--- src/rtl/zcd_pkg.sv ---
package zcd_pkg;

  typedef enum logic [1:0] {
    STEP_HOLD = 2'd0,
    STEP_UP   = 2'd1,
    STEP_DOWN = 2'd2,
    STEP_BAD  = 2'd3
  } step_e;

  // early: node level at first strobe, late: node level at second strobe
  function automatic step_e classify(input logic early, input logic late);
    step_e res;
    case ({early, late})
      2'b00:   res = STEP_UP;
      2'b11:   res = STEP_DOWN;
      2'b01:   res = STEP_HOLD;
      default: res = STEP_BAD;
    endcase
    return res;
  endfunction

endpackage

--- src/rtl/zcd_node_sampler.sv ---
module zcd_node_sampler
  import zcd_pkg::*;
(
  input  logic  clk,
  input  logic  rst_n,
  input  logic  node_hi_i,
  input  logic  strobe1_i,
  input  logic  strobe2_i,
  output step_e step_o,
  output logic  step_vld_o
);

  logic  first_q, first_d;
  step_e step_q, step_d;
  logic  vld_q, vld_d;

  always_comb begin
    first_d = first_q;
    if (strobe1_i) first_d = node_hi_i;
    step_d = step_q;
    vld_d  = strobe2_i;
    if (strobe2_i) step_d = classify(first_d, node_hi_i);
  end

  always_ff @(posedge clk or negedge rst_n) begin
    if (!rst_n) begin
      first_q <= 1'b0;
      step_q  <= STEP_BAD;
      vld_q   <= 1'b0;
    end else begin
      first_q <= first_d;
      step_q  <= step_d;
      vld_q   <= vld_d;
    end
  end

  assign step_o     = step_q;
  assign step_vld_o = vld_q;

endmodule

--- src/rtl/zcd_step_counter.sv ---
module zcd_step_counter
  import zcd_pkg::*;
#(
  parameter int CW          = 8,
  parameter int RESET_COUNT = 0,
  parameter int LOCK_HOLDS  = 2
) (
  input  logic          clk,
  input  logic          rst_n,
  input  logic          step_vld_i,
  input  step_e         step_i,
  output logic [CW-1:0] count_o,
  output logic          locked_o
);

  localparam logic [CW-1:0] CNT_MAX  = {CW{1'b1}};
  localparam logic [CW-1:0] CNT_INIT = CW'(RESET_COUNT);
  localparam int            SW       = $clog2(LOCK_HOLDS + 1);
  localparam logic [SW-1:0] STREAK_TOP = SW'(LOCK_HOLDS);

  logic [CW-1:0] count_q, count_d;
  logic [SW-1:0] streak_q, streak_d;

  always_comb begin
    count_d  = count_q;
    streak_d = streak_q;
    if (step_vld_i) begin
      case (step_i)
        STEP_UP: begin
          if (count_q != CNT_MAX) count_d = count_q + 1'b1;
          streak_d = '0;
        end
        STEP_DOWN: begin
          if (count_q != '0) count_d = count_q - 1'b1;
          streak_d = '0;
        end
        STEP_HOLD: begin
          if (streak_q != STREAK_TOP) streak_d = streak_q + 1'b1;
        end
        default: ;
      endcase
    end
  end

  always_ff @(posedge clk or negedge rst_n) begin
    if (!rst_n) begin
      count_q  <= CNT_INIT;
      streak_q <= '0;
    end else begin
      count_q  <= count_d;
      streak_q <= streak_d;
    end
  end

  assign count_o  = count_q;
  assign locked_o = (streak_q == STREAK_TOP);

endmodule

--- src/rtl/zcd_lowside_timer.sv ---
module zcd_lowside_timer #(
  parameter int CW = 8
) (
  input  logic          clk,
  input  logic          rst_n,
  input  logic          hs_i,
  input  logic [CW-1:0] width_i,
  output logic          gate_o
);

  logic          hs_q;
  logic          on_q, on_d;
  logic [CW-1:0] left_q, left_d;
  logic          hs_fall;

  assign hs_fall = hs_q & ~hs_i;

  always_comb begin
    on_d   = on_q;
    left_d = left_q;
    if (hs_i) begin
      on_d   = 1'b0;
      left_d = '0;
    end else if (hs_fall) begin
      on_d   = (width_i != '0);
      left_d = (width_i != '0) ? width_i - 1'b1 : '0;
    end else if (on_q) begin
      if (left_q != '0) left_d = left_q - 1'b1;
      else              on_d   = 1'b0;
    end
  end

  always_ff @(posedge clk or negedge rst_n) begin
    if (!rst_n) begin
      hs_q   <= 1'b0;
      on_q   <= 1'b0;
      left_q <= '0;
    end else begin
      hs_q   <= hs_i;
      on_q   <= on_d;
      left_q <= left_d;
    end
  end

  // mask keeps the switches from overlapping in the cycle hs rises
  assign gate_o = on_q & ~hs_i;

endmodule

--- src/rtl/zcd_tracker.sv ---
module zcd_tracker
  import zcd_pkg::*;
#(
  parameter int CW          = 8,
  parameter int RESET_COUNT = 0,
  parameter int LOCK_HOLDS  = 2
) (
  input  logic          clk,
  input  logic          rst_n,
  input  logic          hs_pulse_i,
  input  logic          node_hi_i,
  input  logic          strobe1_i,
  input  logic          strobe2_i,
  output logic          ls_gate_o,
  output logic [CW-1:0] width_o,
  output logic          locked_o
);

  step_e step_w;
  logic  step_vld_w;

  zcd_node_sampler u_sampler (
    .clk        (clk),
    .rst_n      (rst_n),
    .node_hi_i  (node_hi_i),
    .strobe1_i  (strobe1_i),
    .strobe2_i  (strobe2_i),
    .step_o     (step_w),
    .step_vld_o (step_vld_w)
  );

  zcd_step_counter #(
    .CW          (CW),
    .RESET_COUNT (RESET_COUNT),
    .LOCK_HOLDS  (LOCK_HOLDS)
  ) u_counter (
    .clk        (clk),
    .rst_n      (rst_n),
    .step_vld_i (step_vld_w),
    .step_i     (step_w),
    .count_o    (width_o),
    .locked_o   (locked_o)
  );

  zcd_lowside_timer #(
    .CW (CW)
  ) u_timer (
    .clk     (clk),
    .rst_n   (rst_n),
    .hs_i    (hs_pulse_i),
    .width_i (width_o),
    .gate_o  (ls_gate_o)
  );

endmodule

--- config.mk ---
export PLATFORM = sky130hd
export DESIGN_NAME = zcd_tracker
export DESIGN_NICKNAME = d
export VERILOG_FILES = /design/src/rtl/zcd_pkg.sv /design/src/rtl/zcd_node_sampler.sv /design/src/rtl/zcd_step_counter.sv /design/src/rtl/zcd_lowside_timer.sv /design/src/rtl/zcd_tracker.sv
export SDC_FILE = /design/constraint.sdc
export NUM_CORES = 1
export LEC_CHECK = 0
export ABC_AREA = 1
export BUFFER_PORTS_ARGS = -buffer_cell sky130_fd_sc_hd__buf_2
export CORE_MARGIN = 2
export CORE_UTILIZATION = 40
export DETAILED_ROUTE_END_ITERATION = 8
export GPL_TIMING_DRIVEN = 0
export PLACE_DENSITY = 0.6
export REMOVE_ABC_BUFFERS = 1
export SLEW_MARGIN = 40
export SYNTH_ARGS = -nofsm -noshare
export SYNTH_HDL_FRONTEND = slang
export SYNTH_SLANG_ARGS = --single-unit
--- constraint.sdc ---
create_clock -name clk -period 3.1 [get_ports clk]
set_clock_uncertainty 0.2 [all_clocks]
set_input_delay 0.62 -clock clk [delete_from_list [all_inputs] [get_ports clk]]
set_output_delay 0.62 -clock clk [all_outputs]
set_load 0.1 [all_outputs]
==> flow_metrics.py <==
metrics = {
    "status": {
        "status": "finished, final reports clean",
    },
    "finish": {
        "layout-drive-gt1-share": 0.161,
        "antennaDiodeCount": 0,
        "areaGrowthSynthToFinish_pct": 9.64,
        "fin_nets": 270,
    },
    "clock_network": {
        "cts_resized": 0,
        "post_cts_buffers": 0,
        "cts_root_buf": "clkbuf_8",
        "cts_max_path_buffers": 2,
        "clkTransAtPathRegs_ns": 0.09,
        "clock_latency_ns": 0.27,
        "clock_sink_count": 24,
        "cts_tree": "done",
        "ctsHoldBuffers": 0,
        "cts_buffers": 3,
        "h-tree-depth": 1,
    },
    "routing": {
        "wire_per_inst_um": 12.1,
        "ant_nets": 0,
        "route.detailed.drc": 0,
        "wl_um": 3690,
        "vias_per_cell": 4.97,
        "drt_first_pass_iters": 4,
        "vias": 1510,
        "drt_iter0_drc": 89,
    },
    "place": {
        "gp_congestion": 0.906,
        "io_buffer_count": 15,
        "post-dp-hpwl_um": 2710,
    },
    "yosys": {
        "synth_area_um2": 1730,
        "ys_seq_area_frac": 0.350,
        "syn_inst": 239,
        "yosys_warnings": 0,
        "ys_ff_latch": 24,
        "avgSynthCellArea_um2": 7.22,
        "ys_types": 28,
    },
    "critical_path": {
        "critPathCaptureType": "output port",
        "startpoint_type": "flop",
        "critPathMaxFanout": 3,
        "required_ns": 2.28,
        "arrival_ns": 1.34,
        "worstSetupPathType": "reg2out",
    },
    "global_route": {
        "antenna_found_initial": 0,
        "grtUsageMet3": 0.0233,
        "grt_max_degree": 25,
        "met1_usage": 0.217,
        "grt_pass1_vias": 1441,
        "busiest_layer": "met2",
        "overflow": 0,
        "grt_pass1_wl_um": 6450,
        "use_met2": 0.281,
        "gr-usage-all-layers": 0.163,
    },
    "floorplan": {
        "die_w_um": 69.7,
        "boundaryPins": 16,
        "num_rows": 23,
        "coreArea_um2": 4090,
        "die_y_um": 69.7,
        "initial_core_util": 0.422,
        "die_area_um2": 4850,
    },
    "run": {
        "maxCapViolations": 0,
    },
    "sta": {
        "hold_viol_final": 0,
        "whs_ns": 0.125,
        "period_needed_ns": 2.16,
        "max_freq_mhz": 463,
        "slew_headroom": 0.537,
        "tightest_slew_ns": 0.692,
        "finalSetupTns_ns": 0,
        "slew_violations": 0,
        "final-setup-viol-count": 0,
        "rsz0062_at_grt": "false",
        "finalCritPeriodShare": 0.696,
    },
    "pwr": {
        "peakVddDrop_v": 0.000505,
        "pwr_density_cell_nw_per_um2": 1050,
        "cellLeakagePower_nw": 0.986,
    },
    "min_path": {
        "min_path_type": "in2async",
    },
}
## report_power, final
part,switching [mW],internal [mW]
clock network,0.110,0.114
logic,0.907,0.315
registers,0.137,0.410
total,1.15,0.839
## layout make-up
cell class	instances	area, µm²
clock buffers	4	55.1
repair buffers	15	75.1
fillers	440	2190
multi-input cells	181	983
flip-flops and latches	24	603
inverters	30	113
well taps	50	62.6
## worst max-delay path, cell delays in order (launching register included)
cell and delay (ns):
dfrtp_1 0.38, inv_1 0.09, ha_1 0.17, buf_2 0.43
## per-stage QoR
step	util	instance area, µm²	setup WS (ns)	total power, mW	instances
2_1_floorplan	-	1700	0.407	1.56	235
3_3_place_gp	0.449	1840	1.01	1.77	300
3_5_place_dp	0.449	1840	1.01	1.77	300
4_1_cts	0.463	1890	0.928	2.01	304
5_1_grt	0.463	1890	0.895	2.17	304
6_report	0.463	1890	0.942	1.99	304
## per-layer routing
metal,vias up,share of wire
met4,0,0.012
met1,685,0.49
met5,-,0
met3,5,0.029
li1,791,-
met2,29,0.47
## final timing paths
check / to / from / cells after the start / slack (ns)
min in group clk: u_sampler.step_o[0] / node_hi_i / 2 / 0.28
worst max-delay path: locked_o / u_counter.streak_q[0] / 3 / 0.94
max in group asynchronous: u_sampler.step_o[1] / rst_n / 1 / 2.20
worst max register to register: u_counter.count_o[1] / u_sampler.step_o[1] / 6 / 1.09
worst min register to register: u_sampler.first_q / u_sampler.first_q / 1 / 0.31
worst min-delay path: u_timer.left_q[0] / rst_n / 1 / 0.13
## cells in the final DEF, fill, tap and decap left out
cell type,n
nand2_1,72
clkbuf_8,4
a21oi_2,1
o211a_1,1
nor3_2,1
nor2_2,3
nand2_2,4
mux2_2,1
dfstp_2,2
ha_1,9
o22ai_1,2
nor2_1,17
nand3_1,29
xor2_1,4
dfrtp_1,22
o21ai_4,1
nand2_4,1
buf_2,15
nor2_8,2
or2_0,1
o21ai_0,13
inv_2,2
nand3_2,2
inv_1,28
nor2_4,2
nand4_1,3
o21ai_1,11
a21oi_1,1
## flip-flops by register name, summed over array words and instances (netlist names)
register,flops
u_counter.count_o,8
u_counter.streak_q,2
u_sampler.first_q,1
u_sampler.step_o,2
u_sampler.step_vld_o,1
u_timer.hs_q,1
u_timer.left_q,8
u_timer.on_q,1
## synth_stat cells
cell,instances,area (µm²)
a21oi_1,1,5.00
a21oi_2,1,8.76
buf_2,3,15.0
buf_6,1,11.3
dfrtp_1,22,551
dfstp_2,2,52.6
ha_1,9,113
inv_1,28,105
inv_2,2,7.51
mux2_2,1,11.3
nand2_1,72,270
nand2_2,4,25.0
nand2_4,1,11.3
nand3_1,29,145
nand3_2,2,20.0
nand4_1,3,18.8
nor2_1,17,63.8
nor2_2,3,18.8
nor2_4,2,22.5
nor2_8,2,40.0
nor3_2,1,10.0
o211a_1,1,10.0
o21ai_0,13,65.1
o21ai_1,11,55.1
o21ai_4,1,16.3
o22ai_1,2,12.5
or2_0,1,6.26
xor2_1,4,35.0
## cells by family (layout without fill, tap and decap cells)
group                    count (synthesis)  in the layout  share of synthesized area
AND/OR/NAND/NOR                        137            137                      0.378
buffers and inverters                   34             49                     0.0805
AO/OA/AOI/OAI                           30             30                      0.100
flip-flops                              24             24                      0.350
adder cells (fa/ha/maj)                  9              9                     0.0653
XOR/XNOR                                 4              4                     0.0203
multiplexers                             1              1                    0.00653
Note: power is estimated with default switching activity, not from simulation.
